`config.mk`:
```
export PLATFORM = sky130hd
export DESIGN_NAME = msi_irq_agg
export DESIGN_NICKNAME = d
export VERILOG_FILES = /design/src/rtl/msi_agg_pkg.sv /design/src/rtl/msi_src_capture.sv /design/src/rtl/msi_cfg_regs.sv /design/src/rtl/msi_msg_queue.sv /design/src/rtl/msi_irq_agg.sv
export SDC_FILE = /design/constraint.sdc
export NUM_CORES = 1
export LEC_CHECK = 0
export ABC_CLOCK_PERIOD_IN_PS = 1950
export BUFFER_PORTS_ARGS = -buffer_cell sky130_fd_sc_hd__buf_2
export CORE_MARGIN = 3
export CORE_UTILIZATION = 45
export DETAILED_ROUTE_END_ITERATION = 10
export PLACE_DENSITY = 0.74
export SLEW_MARGIN = 20
export SYNTH_ARGS = -nofsm -noshare
export SYNTH_HDL_FRONTEND = slang
export SYNTH_HIERARCHICAL = 1
export SYNTH_SLANG_ARGS = --single-unit
```
`constraint.sdc`:
```
create_clock -name clk_i -period 1.95 [get_ports clk_i]
set_input_delay 0.39 -clock clk_i [delete_from_list [all_inputs] [get_ports clk_i]]
set_output_delay 0.39 -clock clk_i [all_outputs]
set_load 0.02 [all_outputs]
```
`src/rtl/msi_agg_pkg.sv`:
```
package msi_agg_pkg;
  localparam int DW    = 32;
  localparam int LOW_W = 5;
  localparam int IDX_W = 3;

  localparam logic [IDX_W-1:0] IDX_ADDR_A = 3'd0;
  localparam logic [IDX_W-1:0] IDX_ADDR_B = 3'd1;
  localparam logic [IDX_W-1:0] IDX_MASK   = 3'd2;
  localparam logic [IDX_W-1:0] IDX_ROUTE  = 3'd3;
  localparam logic [IDX_W-1:0] IDX_EVENT  = 3'd4;
  localparam logic [IDX_W-1:0] IDX_LEVEL  = 3'd5;
  localparam logic [IDX_W-1:0] IDX_VIEW0  = 3'd6;
  localparam logic [IDX_W-1:0] IDX_VIEW1  = 3'd7;
endpackage

```
`src/rtl/msi_src_capture.sv`:
```
module msi_src_capture #(
  parameter int               N_SRC     = 11,
  parameter logic [N_SRC-1:0] IMPL_MASK = '1
) (
  input  logic             clk_i,
  input  logic             rst_ni,
  input  logic [N_SRC-1:0] irq_i,
  input  logic             evt_clr_i,
  output logic [N_SRC-1:0] level_o,
  output logic [N_SRC-1:0] event_o,
  output logic [N_SRC-1:0] rise_o
);
  logic [N_SRC-1:0] lvl_q, evt_q, live;

  assign live   = irq_i & IMPL_MASK;
  assign rise_o = live & ~lvl_q;

  always_ff @(posedge clk_i or negedge rst_ni) begin
    if (!rst_ni) begin
      lvl_q <= '0;
      evt_q <= '0;
    end else begin
      lvl_q <= live;
      // a rise coinciding with a clear survives
      evt_q <= (evt_clr_i ? '0 : evt_q) | rise_o;
    end
  end

  assign level_o = lvl_q;
  assign event_o = evt_q;

  assert_evt_sticky_R3: assert property (@(posedge clk_i) disable iff (!rst_ni)
    !evt_clr_i |=> ((evt_q & $past(evt_q)) == $past(evt_q)));
endmodule

```
`src/rtl/msi_cfg_regs.sv`:
```
module msi_cfg_regs import msi_agg_pkg::*; #(
  parameter int N_SRC = 11
) (
  input  logic             clk_i,
  input  logic             rst_ni,
  input  logic             req_i,
  input  logic             we_i,
  input  logic [IDX_W-1:0] idx_i,
  input  logic [DW-1:0]    wdata_i,
  input  logic [N_SRC-1:0] level_i,
  input  logic [N_SRC-1:0] event_i,
  output logic [DW-1:0]    addr_a_o,
  output logic [DW-1:0]    addr_b_o,
  output logic [N_SRC-1:0] mask_o,
  output logic [N_SRC-1:0] route_o,
  output logic [DW-1:0]    rdata_o
);
  localparam int N_ADDR = 2;

  logic [DW-1:0]    addr_q [N_ADDR];
  logic [N_SRC-1:0] mask_q, route_q;
  logic             wr;

  assign wr = req_i & we_i;

  for (genvar g = 0; g < N_ADDR; g++) begin : g_addr
    always_ff @(posedge clk_i or negedge rst_ni) begin
      if (!rst_ni)                                     addr_q[g] <= '0;
      else if (wr && idx_i == IDX_ADDR_A + IDX_W'(g))  addr_q[g] <= wdata_i;
    end
  end

  always_ff @(posedge clk_i or negedge rst_ni) begin
    if (!rst_ni) begin
      mask_q  <= '0;
      route_q <= '0;
    end else if (wr) begin
      if (idx_i == IDX_MASK)  mask_q  <= wdata_i[N_SRC-1:0];
      if (idx_i == IDX_ROUTE) route_q <= wdata_i[N_SRC-1:0];
    end
  end

  function automatic logic [DW-1:0] zext(input logic [N_SRC-1:0] v);
    logic [DW-1:0] r;
    r = '0;
    r[N_SRC-1:0] = v;
    return r;
  endfunction

  always_comb begin
    unique case (idx_i)
      IDX_ADDR_A: rdata_o = addr_q[0];
      IDX_ADDR_B: rdata_o = addr_q[1];
      IDX_MASK:   rdata_o = zext(mask_q);
      IDX_ROUTE:  rdata_o = zext(route_q);
      IDX_EVENT:  rdata_o = zext(event_i);
      IDX_LEVEL:  rdata_o = zext(level_i);
      IDX_VIEW0:  rdata_o = zext(level_i & mask_q & ~route_q);
      default:    rdata_o = zext(level_i & mask_q & route_q);
    endcase
  end

  assign addr_a_o = addr_q[0];
  assign addr_b_o = addr_q[1];
  assign mask_o   = mask_q;
  assign route_o  = route_q;
endmodule

```
`src/rtl/msi_msg_queue.sv`:
```
module msi_msg_queue import msi_agg_pkg::*; #(
  parameter int N_SRC = 11
) (
  input  logic             clk_i,
  input  logic             rst_ni,
  input  logic [N_SRC-1:0] fire_i,
  input  logic [N_SRC-1:0] route_i,
  input  logic [DW-1:0]    addr_a_i,
  input  logic [DW-1:0]    addr_b_i,
  input  logic             ready_i,
  output logic             valid_o,
  output logic [DW-1:0]    addr_o,
  output logic [DW-1:0]    data_o
);
  localparam logic [N_SRC-1:0] ONE = {{(N_SRC-1){1'b0}}, 1'b1};

  logic [N_SRC-1:0] owe_q, grant;
  logic             vld_q, load, sel_b;
  logic [DW-1:0]    base, addr_q, data_q;

  // lowest pending source wins
  assign grant = owe_q & (~owe_q + ONE);
  assign load  = (|owe_q) & (~vld_q | ready_i);
  assign sel_b = |(grant & route_i);
  assign base  = sel_b ? addr_b_i : addr_a_i;

  always_ff @(posedge clk_i or negedge rst_ni) begin
    if (!rst_ni) begin
      owe_q  <= '0;
      vld_q  <= 1'b0;
      addr_q <= '0;
      data_q <= '0;
    end else begin
      owe_q <= (owe_q & ~(load ? grant : '0)) | fire_i;
      if (load) begin
        vld_q  <= 1'b1;
        addr_q <= {base[DW-1:LOW_W], {LOW_W{1'b0}}};
        data_q <= DW'(base[LOW_W-1:0]);
      end else if (ready_i) begin
        vld_q  <= 1'b0;
      end
    end
  end

  assign valid_o = vld_q;
  assign addr_o  = addr_q;
  assign data_o  = data_q;

  assert_msg_hold_R10: assert property (@(posedge clk_i) disable iff (!rst_ni)
    (vld_q && !ready_i) |=> vld_q);
  assert_msg_stable_R10: assert property (@(posedge clk_i) disable iff (!rst_ni)
    (vld_q && !ready_i) |=> ($stable(addr_q) && $stable(data_q)));
  assert_grant_onehot_R9: assert property (@(posedge clk_i) disable iff (!rst_ni)
    $onehot0(grant));
endmodule

```
`src/rtl/msi_irq_agg.sv`:
```
module msi_irq_agg import msi_agg_pkg::*; #(
  parameter int               N_SRC     = 11,
  parameter logic [N_SRC-1:0] IMPL_MASK = 11'h5FF
) (
  input  logic             clk_i,
  input  logic             rst_ni,
  input  logic [N_SRC-1:0] irq_i,
  input  logic             reg_req_i,
  input  logic             reg_we_i,
  input  logic [IDX_W-1:0] reg_idx_i,
  input  logic [DW-1:0]    reg_wdata_i,
  output logic [DW-1:0]    reg_rdata_o,
  output logic             msg_valid_o,
  input  logic             msg_ready_i,
  output logic [DW-1:0]    msg_addr_o,
  output logic [DW-1:0]    msg_data_o
);
  logic [N_SRC-1:0] level, evts, rise, mask, route;
  logic [DW-1:0]    addr_a, addr_b;
  logic             evt_clr;

  assign evt_clr = reg_req_i & (reg_idx_i == IDX_EVENT);

  msi_src_capture #(.N_SRC(N_SRC), .IMPL_MASK(IMPL_MASK)) u_cap (
    .clk_i, .rst_ni, .irq_i,
    .evt_clr_i (evt_clr),
    .level_o   (level),
    .event_o   (evts),
    .rise_o    (rise)
  );

  msi_cfg_regs #(.N_SRC(N_SRC)) u_regs (
    .clk_i, .rst_ni,
    .req_i    (reg_req_i),
    .we_i     (reg_we_i),
    .idx_i    (reg_idx_i),
    .wdata_i  (reg_wdata_i),
    .level_i  (level),
    .event_i  (evts),
    .addr_a_o (addr_a),
    .addr_b_o (addr_b),
    .mask_o   (mask),
    .route_o  (route),
    .rdata_o  (reg_rdata_o)
  );

  msi_msg_queue #(.N_SRC(N_SRC)) u_queue (
    .clk_i, .rst_ni,
    .fire_i   (rise & mask),
    .route_i  (route),
    .addr_a_i (addr_a),
    .addr_b_i (addr_b),
    .ready_i  (msg_ready_i),
    .valid_o  (msg_valid_o),
    .addr_o   (msg_addr_o),
    .data_o   (msg_data_o)
  );

  always @(posedge clk_i) begin
    if (!rst_ni) begin
      assert_idle_in_reset_R1: assert (!msg_valid_o);
    end
  end
endmodule

```
==> metrics.cfg, run 1 <==
[grt]
grtUsageMet2 = 0.407
grt_pass1_wl_um = 36700
grt_max_degree = 50
grt_pass1_vias = 6681
grtUsageMet1 = 0.312
grt_remaining_overflow = 0
grt_util_met3 = 0.0383
antenna_found_initial = 0
track_usage = 0.240
grt.busiest_layer = met2

[drt]
routed_wl_um = 23700
drtPass1Iterations = 5
ant_nets = 0
vias_per_cell = 5.85
wl_per_cell_um = 21.8
dr.first_iter.drc_count = 495
vias = 6331
route.detailed.drc = 0

[synthesis]
yosys.area.top_type_share = 0.475
yosys-top-cells-area = dfrtp_1, mux2_2, o211ai_2, nand2_1, buf_4
synth_cell_types = 66
synth_commonest_cells = dfrtp_1, mux2_2, nand2_1
synthCells = 663
synthFlopType = dfrtp_1
synth_edf_count = 0
ys_seq_area_frac = 0.475
yosysTopAreaCell = dfrtp_1
async_reset_ff_frac = 1.00
yosysMostFrequentCell = dfrtp_1
ys_ff_latch = 150
synth_warnings = 6
synth_area_per_cell_um2 = 11.9
synthesis.area_um2 = 7900

[worst_hold_path]
hp-class = primary input to flop
min_from = irq_i[2]

[worst_setup_path]
cp_max_fo = 4
cp-start-kind = flop
cp-end-kind = output port
crit_type = flop to output port
crit_required_ns = 1.56
r2r-start = u_queue/owe_q[3]$_DFF_PN0_
crit_arrival_ns = 1.78
reg2reg_setup_slack_ns = -0.21
critPathLaunch = u_regs/route_o[6]$_DFFE_PN0P_

[outcome]
status = finished with violations
violations = negative setup slack

[floorplanning]
die-area_um2 = 19200
coreArea_um2 = 16900
ios = 148
start_util = 0.468
die_h_um = 139
die_x_um = 139
rows = 47

[timing]
fin_crit_ns = 2.17
drv_slew = 0
tns_ns = -6.07
fin_ws_ns = -0.219
finalHoldViolations = 0
rsz0062_at_grt = true
min_period_over_period = 1.11
fin_hold_ws_ns = 0.0881
fmax_mhz = 461
slew_headroom = 0.646
skew_ns = 0.00916
max_slew.worst_pin.slew_ns = 0.531
final-setup-viol-count = 49

[finish]
area_growth_syn_to_layout_pct = 38.4
nets = 903
final_util = 0.648
fill_cells = 1221
stdcell_area_um2 = 10900
finalNonFillerCells = 1083
antennaDiodeCount = 0
drive_above_1_share = 0.535

[clocking]
htree_levels = 4
clock-sinks = 150
clockBufferDepth = 2
cts-buffers-inserted = 17
clk_latency_ns = 0.42
cts_tree = done
root_buffer = clkbuf_16
clk_pin_slew_worst_paths_ns = 0.06

[flow_run]
cap_violations = 0

[place]
dpl_cell_area_um2 = 9060
place_ws_ns = -0.221
gp_congestion = 0.869
dp_cells = 1018
io_buffers = 114
place_hpwl_um = 14400

[power]
p_leak_nw = 4.80
finalPower_mw = 13.0
pwr_density_cell_nw_per_um2 = 1190
ir_drop_mv = 0.925

## layer usage
metal	vias up	routed length [um]
met4	0	516
li1	2766	-
met2	247	12000
met1	3285	9860
met3	33	1240
met5	-	0
## placed cells by master (no fill, tap or decap), drive strengths merged, types with 5 or more instances in the layout
cell type,synthesis,layout
o21ai,8,8
conb,2,35
a21o,19,19
o221ai,7,7
buf,68,217
clkbuf,15,24
nand2,83,83
o311ai,32,32
a22o,22,22
o211ai,32,32
nor2b,16,16
nor2,8,8
a22oi,9,9
mux2,93,93
inv,11,11
a31oi,6,6
dfrtp,150,150
nand2b,5,5
a21boi,5,5
and2,14,14
## area by class of cell
type	count	area [um2]	area share
well taps	220	275	0.0252
inverters	11	43.8	0.00400
multi-input cells	452	4340	0.396
repair buffers	220	1920	0.175
clock inverters	8	123	0.0112
clock buffers	22	484	0.0443
flip-flops and latches	150	3760	0.344
## worst paths after layout
check,end,cells past startpoint
max,reg_rdata_o[6],5
min,u_cap/level_o[2]$_DFF_PN0_,1
max reg2reg,u_queue/addr_o[8]$_DFFE_PN0P_,8
min reg2reg,u_cap/event_o[4]$_DFF_PN0_,1
max in group asynchronous,u_regs/mask_o[1]$_DFFE_PN0P_,3
min in group asynchronous,u_regs/addr_b_o[6]$_DFFE_PN0P_,2
## worst max-delay path: stages (launching register included)
cell     delay (ns)
dfrtp_1        0.38
buf_4          0.14
mux4_2         0.45
a22oi_1        0.14
o21ai_1        0.09
buf_2          0.16
## cells by family after synthesis
logic type	count (synthesis)	share of synthesized area
other cells	2	0.000950
simple gates	155	0.115
compound gates	163	0.185
flops	150	0.475
mux	97	0.141
xor+xnor	2	0.00222
buf+inv	94	0.0809
## timing repair
action	CTS	global route
gates cloned	5	2
endpoints found under the hold margin	31	0
setup buffers	17	13
hold buffers	1	0
gates resized for setup	104	74
pin swaps	55	48
setup endpoints to repair	64	68
## power breakdown
part / total [mW] / switching, mW / internal, mW
sequential: 4.67 / 0.735 / 3.94
combinational: 4.94 / 2.69 / 2.25
clock: 3.40 / 1.27 / 2.13
## state kept, by name, summed over array words and instances (netlist names)
name,cells
u_regs/mask_o,11
u_regs/route_o,11
u_cap/event_o,10
u_regs/addr_a_o,32
u_regs/addr_b_o,32
u_cap/level_o,10
u_queue/valid_o,1
u_queue/data_o,5
u_queue/owe_q,11
u_queue/addr_o,27
(Power assumes the default switching activity.)
==> run 2: changes to the inputs <==
- RECOVER_POWER: not set -> 50
==> run 2 against run 1 <==
Net effect:
- the flow still finishes with violations (negative setup slack)
- final cell count unchanged
- setup slack got worse by 0.0011 ns
- combinational power about the same
- maximum frequency about the same
- clock power about the same
- critical path type unchanged
==> metrics.cfg, run 2 (synthesized netlist as in run 1, its figures left out) <==
[worst_setup_path]
cp-end-kind = output port
slowest_stage = mux4_2
crit_required_ns = 1.56
worstRegToRegCells = 8
path_cells = buf_4, mux4_2, a22oi_1, o21ai_1, buf_2
cp_max_fo = 4
reg2reg_setup_slack_ns = -0.20
critPathTopFamily = multiplexers
r2r-start = u_queue/owe_q[3]$_DFF_PN0_
crit_type = flop to output port
worst-path-buf-inv = 2
cp_slowest_stage_delay_ns = 0.45
crit_arrival_ns = 1.78
cp-start-kind = flop
r2r-end = u_queue/addr_o[8]$_DFFE_PN0P_

[clocking]
cts_tree = done
htree_levels = 4
clock-sinks = 150
cts-buffers-inserted = 17
clk_latency_ns = 0.42
root_buffer = clkbuf_16
clockBufferDepth = 2
clk_pin_slew_worst_paths_ns = 0.06

[place]
dp_cells = 1018
gp_congestion = 0.869
dpl_cell_area_um2 = 9060
io_buffers = 114
place_hpwl_um = 14400
place_ws_ns = -0.221

[power]
p_leak_nw = 4.76
pwr_density_cell_nw_per_um2 = 1190
finalPower_mw = 13.0
ir_drop_mv = 0.930

[floorplanning]
die-area_um2 = 19200
ios = 148
die_h_um = 139
start_util = 0.468
die_x_um = 139
coreArea_um2 = 16900
rows = 47

[drt]
vias_per_cell = 5.83
drtPass1Iterations = 5
vias = 6315
ant_nets = 0
wl_per_cell_um = 21.9
routed_wl_um = 23700
route.detailed.drc = 0
dr.first_iter.drc_count = 489

[finish]
stdcell_area_um2 = 10900
drive_above_1_share = 0.521
antennaDiodeCount = 0
final_cell_mix = dfrtp_1, mux2_2, nand2_1
finalNonFillerCells = 1083
final_common_cell = dfrtp_1
nets = 903
area_growth_syn_to_layout_pct = 37.7

[timing]
drv_slew = 0
fmax_mhz = 461
rsz0062_at_grt = true
skew_ns = 0.00737
finalHoldViolations = 0
max_slew.worst_pin.slew_ns = 0.874
final-setup-viol-count = 49
min_period_over_period = 1.11
fin_ws_ns = -0.220
slew_headroom = 0.418
fin_crit_ns = 2.17
fin_hold_ws_ns = 0.0874

[grt]
antenna_found_initial = 0
grt_remaining_overflow = 0
grt_pass1_wl_um = 36700
grt_max_degree = 50
grt_pass1_vias = 6681
track_usage = 0.240

[outcome]
violations = negative setup slack
status = finished with violations

[worst_hold_path]
hp-class = primary input to flop
hold_depth = 1
min_from = irq_i[2]
min_to = u_cap/level_o[2]$_DFF_PN0_

[flow_run]
cap_violations = 0

[run 2: worst max path at each step]
stage,endpoint,startpoint,cells past startpoint
floorplan,u_queue/addr_o[10]$_DFFE_PN0P_,u_queue/owe_q[3]$_DFF_PN0_,8
global placement,reg_rdata_o[10],reg_idx_i[0],7
detailed placement,reg_rdata_o[10],reg_idx_i[0],7
CTS,reg_rdata_o[6],u_regs/route_o[6]$_DFFE_PN0P_,5
global route,u_queue/addr_o[8]$_DFFE_PN0P_,u_queue/owe_q[3]$_DFF_PN0_,8
finish,reg_rdata_o[6],u_regs/route_o[6]$_DFFE_PN0P_,5
[run 2: repair_timing]
action / in CTS / in global routing
pin swaps: 55 / 48
hold buffers: 1 / 0
gates resized for setup: 104 / 74
buffers inserted: 17 / 13
gates cloned: 5 / 2
hold endpoints to repair: 31 / 0
setup endpoints to repair: 64 / 68
[run 2: report_power, final]
part | switching [mW] | internal, mW
Clock | 1.27 | 2.13
Sequential | 0.733 | 3.94
Combinational | 2.69 | 2.24
Total | 4.69 | 8.31
[run 2: per-stage QoR]
step                TNS, ns  utilization
floorplan             -4.37            -
global placement     -12.46        0.537
detailed placement   -13.54        0.537
CTS                   -8.53        0.627
global route         -11.54        0.645
finish                -6.00        0.645
[run 2: cell type report]
cell class / count / area (um2)
well taps: 220 / 275
fillers: 1230 / 5990
clock inverters: 8 / 123
inverters: 11 / 43.8
repair buffers: 220 / 1870
flip-flops and latches: 150 / 3760
multi-input cells: 452 / 4340
clock buffers: 22 / 484
[run 2: metal layers]
metal,vias up,track usage,wire (um)
met1,3295,0.312,9830
met4,0,0.0884,485
met5,-,0,0
met3,32,0.0383,1240
met2,219,0.407,12100
li1,2769,-,-
==> run 3: changes to the inputs <==
- CTS_BUF_LIST: not set -> sky130_fd_sc_hd__clkbuf_2 sky130_fd_sc_hd__clkbuf_4 sky130_fd_sc_hd__clkbuf_8
- SKIP_LAST_GASP: not set -> 1
==> run 3 against run 2 <==
Net effect:
- critical path depth is the same
- register-to-register slack got worse by 0.05 ns
- global-route usage fell by 0.49 points
- largest power group unchanged
- largest cell class unchanged
- wire length grew 1.3%
- the flow still finishes with violations (negative setup slack)
- sequential power is 0.9% lower
- sequential cell count unchanged
- critical path type unchanged
==> metrics.cfg, run 3 (synthesized netlist as in run 1, its figures left out) <==
[outcome]
status = finished with violations
violations = negative setup slack

[floorplanning]
die_x_um = 139
ios = 148
coreArea_um2 = 16900
rows = 47
die-area_um2 = 19200
die_h_um = 139
start_util = 0.468

[power]
finalPower_mw = 12.4
pwr_density_cell_nw_per_um2 = 1140
ir_drop_mv = 0.726
p_leak_nw = 4.81

[drt]
vias_per_cell = 5.87
dr.first_iter.drc_count = 548
drtPass1Iterations = 5
route.detailed.drc = 0
routed_wl_um = 24000
wl_per_cell_um = 21.8
vias = 6458
ant_nets = 0

[worst_setup_path]
worst-path-buf-inv = 2
critPathTopFamily = multiplexers
crit_required_ns = 1.56
cp_max_fo = 3
cp_slowest_stage_delay_ns = 0.46
cp-start-kind = flop
crit_arrival_ns = 1.82
cp-end-kind = output port
slowest_stage = mux4_2
crit_cells = 5
worstRegToRegCells = 7
path_cells = buf_6, mux4_2, a22oi_1, o21ai_1, buf_4
crit_type = flop to output port

[grt]
antenna_found_initial = 0
grt_pass1_wl_um = 36000
grt_max_degree = 50
grt_pass1_vias = 6587
grt_remaining_overflow = 0
track_usage = 0.235

[timing]
fin_crit_ns = 2.21
max_slew.worst_pin.slew_ns = 0.850
fin_ws_ns = -0.265
finalHoldViolations = 0
fmax_mhz = 452
slew_headroom = 0.433
min_period_over_period = 1.14
drv_slew = 0
skew_ns = 0.0119
rsz0062_at_grt = true
final-setup-viol-count = 47
tns_ns = -8.17

[finish]
final_common_cell = dfrtp_1
seqCellArea_um2 = 3760
fill_cells = 1231
nets = 921
final_cell_mix = dfrtp_1, buf_4, mux2_2
final_util = 0.640
antennaDiodeCount = 0
area_growth_syn_to_layout_pct = 36.6
finalNonFillerCells = 1101
drive_above_1_share = 0.531
multi_input_area_um2 = 4250

[place]
dp_cells = 1018
io_buffers = 114
place_hpwl_um = 14400
gp_congestion = 0.869

[clocking]
clockBufferDepth = 2
htree_levels = 4
clk_pin_slew_worst_paths_ns = 0.08
cts-buffers-inserted = 17
root_buffer = clkbuf_8
clock-sinks = 150
clk_latency_ns = 0.45
cts_tree = done

[flow_run]
cap_violations = 0

[worst_hold_path]
hold_depth = 1
hp-class = primary input to flop

run 3: final cells by class:
class / count / area share
clock inverters: 8 / 0.0114
clock buffers: 22 / 0.0275
multi-input cells: 452 / 0.393
well taps: 220 / 0.0255
flip-flops and latches: 150 / 0.348
repair buffers: 238 / 0.191
inverters: 11 / 0.00382
run 3: where the power goes:
group,switching (mW),internal (mW),total (mW)
Clock,1.16,1.40,2.56
Sequential,0.699,3.93,4.63
Combinational,2.68,2.48,5.16
Total,4.54,7.81,12.4
run 3: metal layers:
| metal | vias to the layer above | GRT usage | part of all wire |
|---|---|---|---|
| met5 | - | 0 | 0 |
| met3 | 67 | 0.0376 | 0.054 |
| met1 | 3300 | 0.312 | 0.42 |
| li1 | 2806 | - | - |
| met2 | 285 | 0.385 | 0.50 |
| met4 | 0 | 0.0988 | 0.033 |
run 3: repair_timing:
item	4_1_cts	5_1_grt
hold buffers	1	0
endpoints found under the setup margin	65	68
buffers inserted	23	25
hold endpoints to repair	31	0
pin swaps	49	44
resized for setup	88	86
cloned	6	6
run 3: metrics by stage:
stage / cell area, um2 / hold slack, ns / setup WS, ns
3_5_place_dp: 9060 / 0.310 / -0.221
6_report: 10800 / 0.0541 / -0.265
5_1_grt: 10800 / 0.0400 / -0.325
4_1_cts: 10300 / 0.0273 / -0.287
2_1_floorplan: 8040 / 0.0944 / -0.144
3_3_place_gp: 9060 / 0.308 / -0.208
run 3: worst paths after layout:
kind                                                   to                          start  slack (ns)
max in group asynchronous      u_cap/level_o[1]$_DFF_PN0_                         rst_ni        0.21
min in group asynchronous  u_regs/addr_b_o[6]$_DFFE_PN0P_                         rst_ni        0.58
min                            u_cap/level_o[2]$_DFF_PN0_                       irq_i[2]        0.05
max reg2reg                u_queue/addr_o[24]$_DFFE_PN0P_     u_queue/owe_q[0]$_DFF_PN0_       -0.25
min reg2reg                    u_cap/event_o[4]$_DFF_PN0_     u_cap/event_o[4]$_DFF_PN0_        0.48
max                                        reg_rdata_o[6]  u_regs/route_o[6]$_DFFE_PN0P_       -0.26
